===== src/rtl/baud_gen_pkg.sv =====
package baud_gen_pkg;

  typedef enum logic {
    MODE_ASYNC = 1'b0,
    MODE_SYNC  = 1'b1
  } baud_mode_e;

  // Width able to hold values 0..v-1, at least one bit.
  function automatic int unsigned cnt_width(input int unsigned v);
    return (v > 1) ? $clog2(v) : 1;
  endfunction

endpackage


===== src/rtl/baud_rst_sync.sv =====
module baud_rst_sync #(
  parameter int unsigned STAGES = 2
) (
  input  logic clk,
  input  logic rst_n,
  output logic rst_n_sync
);

  logic [STAGES-1:0] chain_q;
  logic [STAGES-1:0] chain_d;

  always_comb begin
    chain_d = {chain_q[STAGES-2:0], 1'b1};
  end

  always_ff @(posedge clk or negedge rst_n) begin
    if (!rst_n) begin
      chain_q <= '0;
    end else begin
      chain_q <= chain_d;
    end
  end

  assign rst_n_sync = chain_q[STAGES-1];

endmodule


===== src/rtl/baud_half_presc.sv =====
// Half-step prescaler: the accumulator moves in half-clock units, two per
// clock, and fires when it reaches twice the factor (p2 = 2*P).
module baud_half_presc #(
  parameter int unsigned ACC_W = 7
) (
  input  logic             clk,
  input  logic             rst_n,
  input  logic             clr,
  input  logic [ACC_W-1:0] p2,
  output logic             fire
);

  logic [ACC_W-1:0] acc_q;
  logic [ACC_W-1:0] acc_d;
  logic [ACC_W:0]   sum;
  logic             hit;

  always_comb begin
    sum  = {1'b0, acc_q} + (ACC_W+1)'(2);
    hit  = (sum >= {1'b0, p2});
    fire = hit && !clr;
    if (clr) begin
      acc_d = '0;
    end else if (hit) begin
      acc_d = ACC_W'(sum - {1'b0, p2});
    end else begin
      acc_d = sum[ACC_W-1:0];
    end
  end

  always_ff @(posedge clk or negedge rst_n) begin
    if (!rst_n) begin
      acc_q <= '0;
    end else begin
      acc_q <= acc_d;
    end
  end

endmodule


===== src/rtl/baud_stage_cnt.sv =====
// Integer stage: counts step pulses, wraps after limit+1 of them.
module baud_stage_cnt #(
  parameter int unsigned CW = 8
) (
  input  logic          clk,
  input  logic          rst_n,
  input  logic          clr,
  input  logic          step,
  input  logic [CW-1:0] limit,
  output logic          wrap
);

  logic [CW-1:0] cnt_q;
  logic [CW-1:0] cnt_d;
  logic          at_top;

  always_comb begin
    at_top = (cnt_q == limit);
    wrap   = step && at_top && !clr;
    if (clr) begin
      cnt_d = '0;
    end else if (step) begin
      cnt_d = at_top ? '0 : cnt_q + CW'(1);
    end else begin
      cnt_d = cnt_q;
    end
  end

  always_ff @(posedge clk or negedge rst_n) begin
    if (!rst_n) begin
      cnt_q <= '0;
    end else begin
      cnt_q <= cnt_d;
    end
  end

endmodule


===== src/rtl/baud_gen.sv =====
module baud_gen
  import baud_gen_pkg::*;
#(
  parameter int unsigned PSEL_W = 5,
  parameter int unsigned DIV_W  = 8,
  parameter int unsigned OVS    = 16
) (
  input  logic              clk,
  input  logic              rst_n,
  input  logic [PSEL_W-1:0] presc_sel,
  input  logic [DIV_W-1:0]  div_val,
  input  logic              sync_mode,
  output logic              baud_tick
);

  localparam int unsigned ACC_W   = PSEL_W + 2;
  localparam int unsigned FIN_DIV = OVS / 2;
  localparam int unsigned FIN_W   = cnt_width(FIN_DIV);

  logic              rst_s;
  logic [PSEL_W-1:0] sel_q;
  logic [DIV_W-1:0]  div_q;
  logic              mode_q;
  logic              cfg_chg;
  logic              clr;
  logic [ACC_W-1:0]  p2;
  logic              pre_fire;
  logic              div_wrap;
  logic              fin_wrap;
  logic              tick_d;
  logic              tick_q;
  baud_mode_e        mode;

  baud_rst_sync #(.STAGES(2)) u_rst (
    .clk        (clk),
    .rst_n      (rst_n),
    .rst_n_sync (rst_s)
  );

  always_comb begin
    mode    = baud_mode_e'(sync_mode);
    cfg_chg = (presc_sel != sel_q) || (div_val != div_q) || (sync_mode != mode_q);
    clr     = cfg_chg || (presc_sel == '0);
    p2      = ACC_W'(presc_sel) + ACC_W'(1);
    tick_d  = fin_wrap;
  end

  always_ff @(posedge clk or negedge rst_s) begin
    if (!rst_s) begin
      sel_q  <= '0;
      div_q  <= '0;
      mode_q <= 1'b0;
      tick_q <= 1'b0;
    end else begin
      sel_q  <= presc_sel;
      div_q  <= div_val;
      mode_q <= sync_mode;
      tick_q <= tick_d;
    end
  end

  baud_half_presc #(.ACC_W(ACC_W)) u_presc (
    .clk   (clk),
    .rst_n (rst_s),
    .clr   (clr),
    .p2    (p2),
    .fire  (pre_fire)
  );

  baud_stage_cnt #(.CW(DIV_W)) u_div (
    .clk   (clk),
    .rst_n (rst_s),
    .clr   (clr),
    .step  (pre_fire),
    .limit (div_val),
    .wrap  (div_wrap)
  );

  generate
    if (FIN_DIV > 1) begin : g_fin
      logic [FIN_W-1:0] fin_limit;
      always_comb begin
        fin_limit = (mode == MODE_SYNC) ? '0 : FIN_W'(FIN_DIV - 1);
      end
      baud_stage_cnt #(.CW(FIN_W)) u_fin (
        .clk   (clk),
        .rst_n (rst_s),
        .clr   (clr),
        .step  (div_wrap),
        .limit (fin_limit),
        .wrap  (fin_wrap)
      );
    end else begin : g_nofin
      assign fin_wrap = div_wrap;
    end
  endgenerate

  assign baud_tick = tick_q;

endmodule


===== config.mk =====
export PLATFORM = sky130hd
export DESIGN_NAME = baud_gen
export DESIGN_NICKNAME = d
export VERILOG_FILES = /design/src/rtl/baud_gen_pkg.sv /design/src/rtl/baud_rst_sync.sv /design/src/rtl/baud_half_presc.sv /design/src/rtl/baud_stage_cnt.sv /design/src/rtl/baud_gen.sv
export SDC_FILE = /design/constraint.sdc
export NUM_CORES = 1
export LEC_CHECK = 0
export ABC_AREA = 1
export BUFFER_PORTS_ARGS = -buffer_cell sky130_fd_sc_hd__buf_4
export CORE_MARGIN = 4
export CORE_UTILIZATION = 45
export DETAILED_ROUTE_END_ITERATION = 6
export HOLD_SLACK_MARGIN = 0.12
export SETUP_SLACK_MARGIN = 0.02
export SLEW_MARGIN = 40
export SYNTH_ARGS = -nofsm -noshare
export SYNTH_HDL_FRONTEND = slang
export SYNTH_SLANG_ARGS = --single-unit

===== constraint.sdc =====
create_clock -name clk -period 2.4 [get_ports clk]
set_input_delay 0.12 -clock clk [delete_from_list [all_inputs] [get_ports clk]]
set_output_delay 0.12 -clock clk [all_outputs]
set_load 0.005 [all_outputs]

# ---- Word level (Yosys, flattened, before mapping)
# Cells that the tools add are included.
dict set report classes {
  addsub 5
  n_lt_le_gt_ge 1
  n_eq_ne 5
  mux 9
  n_reduce_logical 12
}
# cell count
set ops {}
lappend ops {{$mux 8} 3}
lappend ops {{$mux 7} 2}
lappend ops {{$mux 3} 4}
lappend ops {{$add 7x2->8 const B} 1}
lappend ops {{$add 8x1->8 const B} 1}
lappend ops {{$eq 8x8->1} 1}
lappend ops {{$ge 8x6->1} 1}
lappend ops {{$ne 8x8->1} 1}
lappend ops {{$sub 7x6->7} 1}
lappend ops {{$add 5x1->6 const B} 1}
lappend ops {{$logic_and 1x1->1} 5}
lappend ops {{$logic_not 5->1} 1}
lappend ops {{$ne 5x5->1} 1}
lappend ops {{$reduce_bool 2->1} 2}
lappend ops {{$add 3x1->3 const B} 1}
lappend ops {{$eq 3x3->1} 1}
lappend ops {{$logic_or 1x1->1} 3}
lappend ops {{$logic_not 1->1} 1}
lappend ops {{$ne 1x1->1} 1}
dict set report word_totals {
  regBits 35
  in_bits 16
  output_inout_bits 1
  word_cells 40
}

# ---- Depth between registers and ports, before layout
# Gate-level depths: netlist of the first run.
dict set report depth {
  word_depth 10
  depth_mapped 16
  mapped_depth_nobuf 16
}

# ---- Hierarchy
# Synthesis of the first run repeated with hierarchy kept, for this count alone.
dict set report unflattened {
  hier_cells 339
  hier_area_um2 2434.8
}
# mod n_inst cells_per_inst area_per_inst_um2 seq_area_each_um2
set modules_own_cells {}
lappend modules_own_cells {baud_half_presc 1 111 804.5 175.2}
lappend modules_own_cells {baud_gen 1 106 767.0 375.4}
lappend modules_own_cells {{baud_stage_cnt at u_div} 1 90 604.3 200.2}
lappend modules_own_cells {{baud_stage_cnt at g_fin.u_fin} 1 29 205.2 75.1}
lappend modules_own_cells {baud_rst_sync 1 3 53.8 50.0}

# ---- Least setup slack after synthesis of the first run
# Ideal clock, no wire load.
dict set report synth_path {
  path_type {reg2reg}
  startpoint {reg u_presc.acc_q[1]}
  endpoint {reg u_div.cnt_q[6]}
  setup_time_ns 0.122
  t_arrival_ns 2.086
  required_ns 2.278
  setup_slack_ns 0.193
  path_stages_with_launch 16
  n_path_buf 0
  period_less_slack_ns 2.207
  cell_sequence {dfrtp_1 -> ha_1 -> nand2_1 -> inv_1 -> nand2_1 -> xor2_1 -> inv_1 -> ha_1 -> a21oi_1 -> nand2_1 -> inv_1 -> nand2_2 -> nor2_4 -> nor2_4 -> nand2_4 -> o21ai_2}
}
dict set report synth_between {
  elab_chain_cells 4
}
# element line
set synth_lines {}
lappend synth_lines {{from (decl)} baud_half_presc.sv:13} ;# logic [ACC_W-1:0] acc_q;
lappend synth_lines {{from (signal assigned)} baud_half_presc.sv:33} ;# acc_q <= '0;
lappend synth_lines {{from (signal assigned)} baud_half_presc.sv:35} ;# acc_q <= acc_d;
lappend synth_lines {{$add 7x2->8} baud_half_presc.sv:19} ;# sum = {1'b0, acc_q} + (ACC_W+1)'(2);
lappend synth_lines {{$ge 8x6->1} baud_half_presc.sv:20} ;# hit = (sum >= {1'b0, p2});
lappend synth_lines {{$logic_and 1x1->1} baud_half_presc.sv:21} ;# fire = hit && !clr;
lappend synth_lines {{$reduce_bool 2->1 (no source line)} n/a}
lappend synth_lines {{to (signal assigned)} baud_stage_cnt.sv:33} ;# cnt_q <= cnt_d;
lappend synth_lines {{to (decl)} baud_stage_cnt.sv:13} ;# logic [CW-1:0] cnt_q;
# No other way between the ends.
# A chain may end at the register's enable or synchronous reset.

# ---- Final worst setup path of the first run
dict set report layout_path {
  startpoint {in presc_sel[0]}
  endpoint {reg u_div.cnt_q[5]}
}
dict set report layout_between {
  elab_chain_cells 7
  elab_cells_between_ends 11
  classes_between {add/sub (1); order compare (1); eq/ne (1); mux (1); reduce/logical (7)}
}
# element line
set layout_lines {}
lappend layout_lines {{from (decl)} baud_gen.sv:10} ;# input logic [PSEL_W-1:0] presc_sel,
lappend layout_lines {{parallel branches: the longest is 7 deep, another holds $ge 8x6->1} n/a}
# Several ways; the timed one is not identified.

==> flow_metrics.tcl, run 1 <==
set metrics [dict create \
    antenna_found_initial 0 \
    dp_hpwl_mm 3.06 \
    grt_max_degree 34 \
    ioPinCount 17 \
    rrSetupSlack_ns 0.20 \
    rows 25 \
    cts_tree "built" \
    setup_tns_ns 0 \
    max-vdd-ir-drop_v 0.000334 \
    yosys-top-cells-count "nand2_1, dfrtp_1, inv_1, nor2_1, xor2_1" \
    portBuffers 16 \
    synth_top_area_share_pct 38.9 \
    use_met3_pct 3.51 \
    synth_largest_area_cell "dfrtp_1" \
    synth_edf_count 0 \
    grt.total_usage_pct 15.9 \
    ys_ff_latch 35 \
    timing.critical_path.from_type "input port" \
    leakagePower_uw 0.00137 \
    report.final.slew_viol_count 0 \
    final_cell_area_mm2 0.00277 \
    ys_seq_area_share_pct 38.9 \
    synthTopCellsByArea "dfrtp_1, nand2_1, xor2_1" \
    die_w_um 78.7 \
    placed_area_mm2 0.00245 \
    finalCriticalPeriod_ns 2.26 \
    fin_crit_sh_pct 94.2 \
    worstSetupPathType "input port to flip-flop" \
    grt.overflow.total 0 \
    syn_inst 260 \
    drv_cap 0 \
    setup_viol 0 \
    grt_pass1_wl_mm 7.78 \
    fin_skew_ns 0.00739 \
    first_pass_iters 4 \
    h-tree-depth 2 \
    synth.net_count 288 \
    drive_gt1_share_pct 23.0 \
    syn_area_mm2 0.00225 \
    num-nets-final 327 \
    drt-total-wl_mm 4.24 \
    insertion_delay_ns 0.29 \
    cts_root_buf "clkbuf_8" \
    drc 0 \
    p_per_area_mw_per_mm2 463 \
    async_reset_ff_share_pct 100 \
    finalHoldViolations 0 \
    synthFlopType "dfrtp_1" \
    gp_congestion 0.807 \
    grt-busiest-layer "met2" \
    die_y_um 78.7 \
    dieArea_mm2 0.00620 \
    wl_per_cell_um 11.5 \
    synth.most_common_cell "nand2_1" \
    dr_total_vias 1718 \
    max_freq_ghz 0.442 \
    required_ns 2.61 \
    use_met1_pct 19.5 \
    diodes 0 \
    critPathCaptureType "flip-flop" \
    critPathArrivalTime_ns 2.47 \
    grt_pass1_vias 1765 \
    floorplan.initialDensity_pct 47.1 \
    cts_buffers 5 \
    syn2layout_area_growth_pct 22.8 \
    yosys_warnings 0 \
    synth_cell_types 34 \
    cts_sinks 35 \
    viasPerCell 4.68 \
    cts.path.max_buffers 2 \
    run_status "finished, final reports clean" \
    core_area_mm2 0.00479 \
    drt-initial-drc-count 80 \
    critical_path_peak_fanout 7 \
    clkTransAtPathRegs_ns 0.07 \
    globalRouteMet2Util_pct 27.1 \
    avgSynthCellArea_um2 8.66 \
    grt_setup_unrepaired "false" \
    hp-class "input port to asynchronous set/reset pin" \
    drtAntennaViolNets 0 \
]
-- sequential cells by signal, indices dropped and copies added, names as in the netlist --
| name | flops |
|---|---|
| baud_tick | 1 |
| g_fin.u_fin.cnt_q | 3 |
| u_presc.acc_q | 7 |
| sel_q | 5 |
| u_rst.chain_q | 2 |
| u_div.cnt_q | 8 |
| mode_q | 1 |
| div_q | 8 |
-- worst max-delay path, cell delays in order --
cell and delay (ns):
dlygate4sd3_1 0.54, buf_4 0.15, inv_2 0.10, ha_1 0.28
fa_2 0.39, inv_1 0.06, nand3_1 0.08, nand3_1 0.10
nand2_1 0.11, inv_2 0.09, nor2_4 0.05, nor2_4 0.15
nand2_4 0.12, o21ai_2 0.13
-- per-layer routing --
layer	vias up	part of all wire, %
met5	-	0
met4	0	1.3
met3	6	2.5
met2	20	50
met1	796	46
li1	896	-
-- cell families (layout without fill, tap and decap cells) --
group	count (synthesis)	in the layout	share of synthesized area, %
AND/OR/NAND/NOR	114	114	25.0
other	1	1	0.167
XOR/XNOR	38	38	14.8
AO/OA/AOI/OAI	26	26	7.61
buffers and inverters	34	74	6.56
flip-flops	35	35	38.9
adder cells (fa/ha/maj)	12	12	7.00
-- final cells by class --
| class | instances | area, um2 |
|---|---|---|
| Fill cell | 430 | 2020 |
| Sequential cell | 35 | 876 |
| Tap cell | 67 | 83.8 |
| Multi-Input combinational cell | 191 | 1290 |
| Clock buffer | 8 | 100 |
| Inverter | 32 | 125 |
| Timing Repair Buffer | 34 | 293 |
-- stage by stage --
step,util (%),total power [uW],hold slack (ns),setup slack (ns),cells
after floorplan,-,739,-0.176,0.193,260
after global placement,51.2,792,-0.0959,0.148,343
after detailed placement,51.2,791,-0.0960,0.126,343
after CTS,56.4,1290,0.134,0.0474,366
after global routing,57.8,1350,0.132,0.00579,367
final,57.8,1280,0.142,0.139,367
-- cells in the final DEF, fill, tap and decap left out, types with 2 or more instances in the layout --
cell type | Yosys | layout
nand2_4 | 2 | 2
dlygate4sd3_1 | 0 | 15
xor2_1 | 21 | 21
buf_4 | 0 | 19
nor2_4 | 2 | 2
clkbuf_8 | 0 | 7
o21ai_0 | 4 | 4
ha_1 | 11 | 8
nor2_1 | 21 | 20
nand3_1 | 12 | 12
nand2_2 | 7 | 7
inv_1 | 29 | 26
dfrtp_1 | 35 | 35
nor2_2 | 5 | 6
nand4_1 | 2 | 2
o21ai_1 | 2 | 2
inv_2 | 2 | 5
a21oi_1 | 6 | 4
o21ai_2 | 8 | 8
xnor2_1 | 17 | 17
nand3_2 | 3 | 2
nand2_1 | 54 | 54
o22ai_1 | 2 | 2
ha_4 | 0 | 2
a21oi_2 | 0 | 2
-- path summary, 6_finish.rpt --
kind / from / end / cells after the start
max in group asynchronous: u_rst.chain_q[1] / div_q[7] / 1
worst max register to register: u_presc.acc_q[1] / u_div.cnt_q[5] / 15
worst min-delay path: rst_n / u_rst.chain_q[1] / 2
worst min register to register: u_rst.chain_q[1] / baud_tick / 1
min in group clk: u_rst.chain_q[0] / u_rst.chain_q[1] / 0
worst max-delay path: presc_sel[0] / u_div.cnt_q[5] / 14
-- where the power goes --
| group | internal, uW | total, uW | leakage (uW) | switching (uW) |
|---|---|---|---|---|
| combinational | 91.9 | 194 | 0.000864 | 102 |
| clock | 262 | 475 | 0.0000515 | 213 |
| sequential | 603 | 611 | 0.000452 | 7.71 |
-- repair_timing --
action                                 CTS  global route
hold buffers                            15             0
gates resized for setup                  0            14
setup endpoints to repair                0            19
setup buffers                            0             1
endpoints found under the hold margin   16             0
(Power assumes the default switching activity.)
==> inputs of run 2 (changes only) <==
--- a/config.mk
+++ b/config.mk
@@ -7,7 +7,6 @@
 export LEC_CHECK = 0
 export ABC_AREA = 1
 export BUFFER_PORTS_ARGS = -buffer_cell sky130_fd_sc_hd__buf_4
-export CORE_MARGIN = 4
 export CORE_UTILIZATION = 45
 export DETAILED_ROUTE_END_ITERATION = 6
 export HOLD_SLACK_MARGIN = 0.12
==> run 2 against run 1 <==
Against the previous run: total power shrank 0.68%; critical endpoint is now u_div.cnt_q[3]; highest routed layer unchanged; first-iteration DRC count shrank 36%; largest power group unchanged; fmax increased by 1.3%.
==> flow_metrics.tcl, run 2 (synthesis gave the netlist of run 1 again) <==
set metrics [dict create \
    max_freq_ghz 0.448 \
    pre_cts_ws_ns 0.0973 \
    reg2reg_depth 16 \
    wl_per_cell_um 11.4 \
    grt_setup_unrepaired "false" \
    dieArea_mm2 0.00529 \
    layout_common_cells "nand2_1, dfrtp_1, inv_1, xor2_1, nor2_1" \
    finalCriticalPeriod_ns 2.23 \
    syn2layout_area_growth_pct 23.2 \
    rrSetupSlack_ns 0.18 \
    core_area_mm2 0.00475 \
    cts_sinks 35 \
    rows 25 \
    critPathArrivalTime_ns 2.44 \
    critical_path_peak_fanout 7 \
    gp_congestion 0.808 \
    die_w_um 72.7 \
    cpPeakStageDelay_ns 0.54 \
    fin_ws_ns 0.169 \
    drt-initial-drc-count 51 \
    crit_chain "dlygate4sd3_1 -> buf_4 -> inv_2 -> ha_1 -> fa_2 -> inv_1 -> nand3_1 -> nand3_1 -> nand2_1 -> inv_2 -> nor2_4 -> nor2_4 -> nand2_4 -> o21ai_2" \
    grt_pass1_vias 1652 \
    portBuffers 16 \
    dr_total_vias 1686 \
    reg_top3 "div_q x8, u_div.cnt_q x8, u_presc.acc_q x7" \
    h-tree-depth 2 \
    drc 0 \
    final_cell_area_mm2 0.00277 \
    insertion_delay_ns 0.28 \
    ioPinCount 17 \
    final_common_cell "nand2_1" \
    floorplan.initialDensity_pct 47.4 \
    cts_buffers 5 \
    grt.overflow.total 0 \
    clkTransAtPathRegs_ns 0.07 \
    fin_skew_ns 0.00815 \
    dp_hpwl_mm 3.13 \
    drive_gt1_share_pct 23.6 \
    first_pass_iters 4 \
    placed_area_mm2 0.00245 \
    grt_pass1_wl_mm 7.26 \
    hp-class "flip-flop to asynchronous set/reset pin" \
    viasPerCell 4.58 \
    drv_cap 0 \
    finalHoldViolations 0 \
    report.final.slew_viol_count 0 \
    drtAntennaViolNets 0 \
    timing.rr.start "u_presc.acc_q[1]" \
    p_per_area_mw_per_mm2 459 \
    cts_root_buf "clkbuf_8" \
    critPathSlowestCell "dlygate4sd3_1" \
    num-nets-final 328 \
    grt.total_usage_pct 18.2 \
    drt-total-wl_mm 4.19 \
    cts.path.max_buffers 2 \
    timing.critical_path.from_type "input port" \
    required_ns 2.61 \
    run_status "finished, final reports clean" \
    max-vdd-ir-drop_v 0.000334 \
    setup_viol 0 \
    diodes 0 \
    setup_tns_ns 0 \
    worstSetupPathType "input port to flip-flop" \
    antenna_found_initial 0 \
    fin_crit_sh_pct 93.0 \
    critPathCaptureType "flip-flop" \
    r2r-end "u_div.cnt_q[4]" \
    cts_tree "built" \
    die_y_um 72.7 \
    grt_max_degree 27 \
    leakagePower_uw 0.00138 \
]
[run 2: cell count changes in the layout (fill, tap and decap cells not counted), sizes merged]
| cell | before | now |
|---|---|---|
| clkinv | 1 | 0 |
| inv | 31 | 33 |
[run 2: how the worst max path moves through the flow]
stage	from	to	slack [ns]
after floorplan	u_presc.acc_q[1]	u_div.cnt_q[6]	0.19
after global placement	u_presc.acc_q[2]	u_div.cnt_q[3]	0.1
after detailed placement	u_presc.acc_q[1]	u_div.cnt_q[3]	0.1
after CTS	presc_sel[0]	u_div.cnt_q[3]	0.06
after global routing	u_presc.acc_q[2]	u_div.cnt_q[5]	0.01
final	presc_sel[0]	u_div.cnt_q[3]	0.17
[run 2: layer usage]
metal | vias up | global-route usage, % | wire (um)
met5 | - | 0 | 0
met4 | 0 | 5.88 | 58
met3 | 6 | 4.14 | 77
met2 | 19 | 31.0 | 2040
met1 | 762 | 22.7 | 2010
li1 | 899 | - | -
[run 2: cell type report]
class	instances	area [um2]
fill	444	1980
tap	67	83.8
timing repair inverter	1	6.26
clock buffer	8	100
sequential	35	876
multi-input combinational	191	1290
timing repair buffer	34	293
inverter	32	128
[run 2: stage by stage]
| stage | total power (uW) | instances | hold slack [ns] | utilization (%) |
|---|---|---|---|---|
| floorplan | 739 | 260 | -0.176 | - |
| global placement | 792 | 343 | -0.0973 | 51.5 |
| detailed placement | 792 | 343 | -0.0964 | 51.5 |
| CTS | 1290 | 366 | 0.127 | 56.8 |
| global route | 1340 | 368 | 0.149 | 58.3 |
| finish | 1270 | 368 | 0.121 | 58.3 |
[run 2: report_power, final]
group | leakage, uW | switching (uW) | internal (uW) | total (uW)
combinational | 0.000872 | 100 | 89.9 | 190
clock | 0.0000515 | 207 | 262 | 469
sequential | 0.000452 | 9.94 | 603 | 613
total | 0.00138 | 317 | 955 | 1270
[run 2: timing repair]
item | CTS | global route
hold buffers | 15 | 0
setup buffers | 0 | 1
endpoints found under the hold margin | 16 | 0
endpoints found under the setup margin | 0 | 19
resized for setup | 0 | 16
[run 2: critical path, delay by kind of cell]
kind / cells / cell delay (ns)
buffers and inverters: 5 / 0.95
adders and majority gates: 2 / 0.66
and+or+nand+nor: 6 / 0.60
AOI/OAI and AO/OA: 1 / 0.13
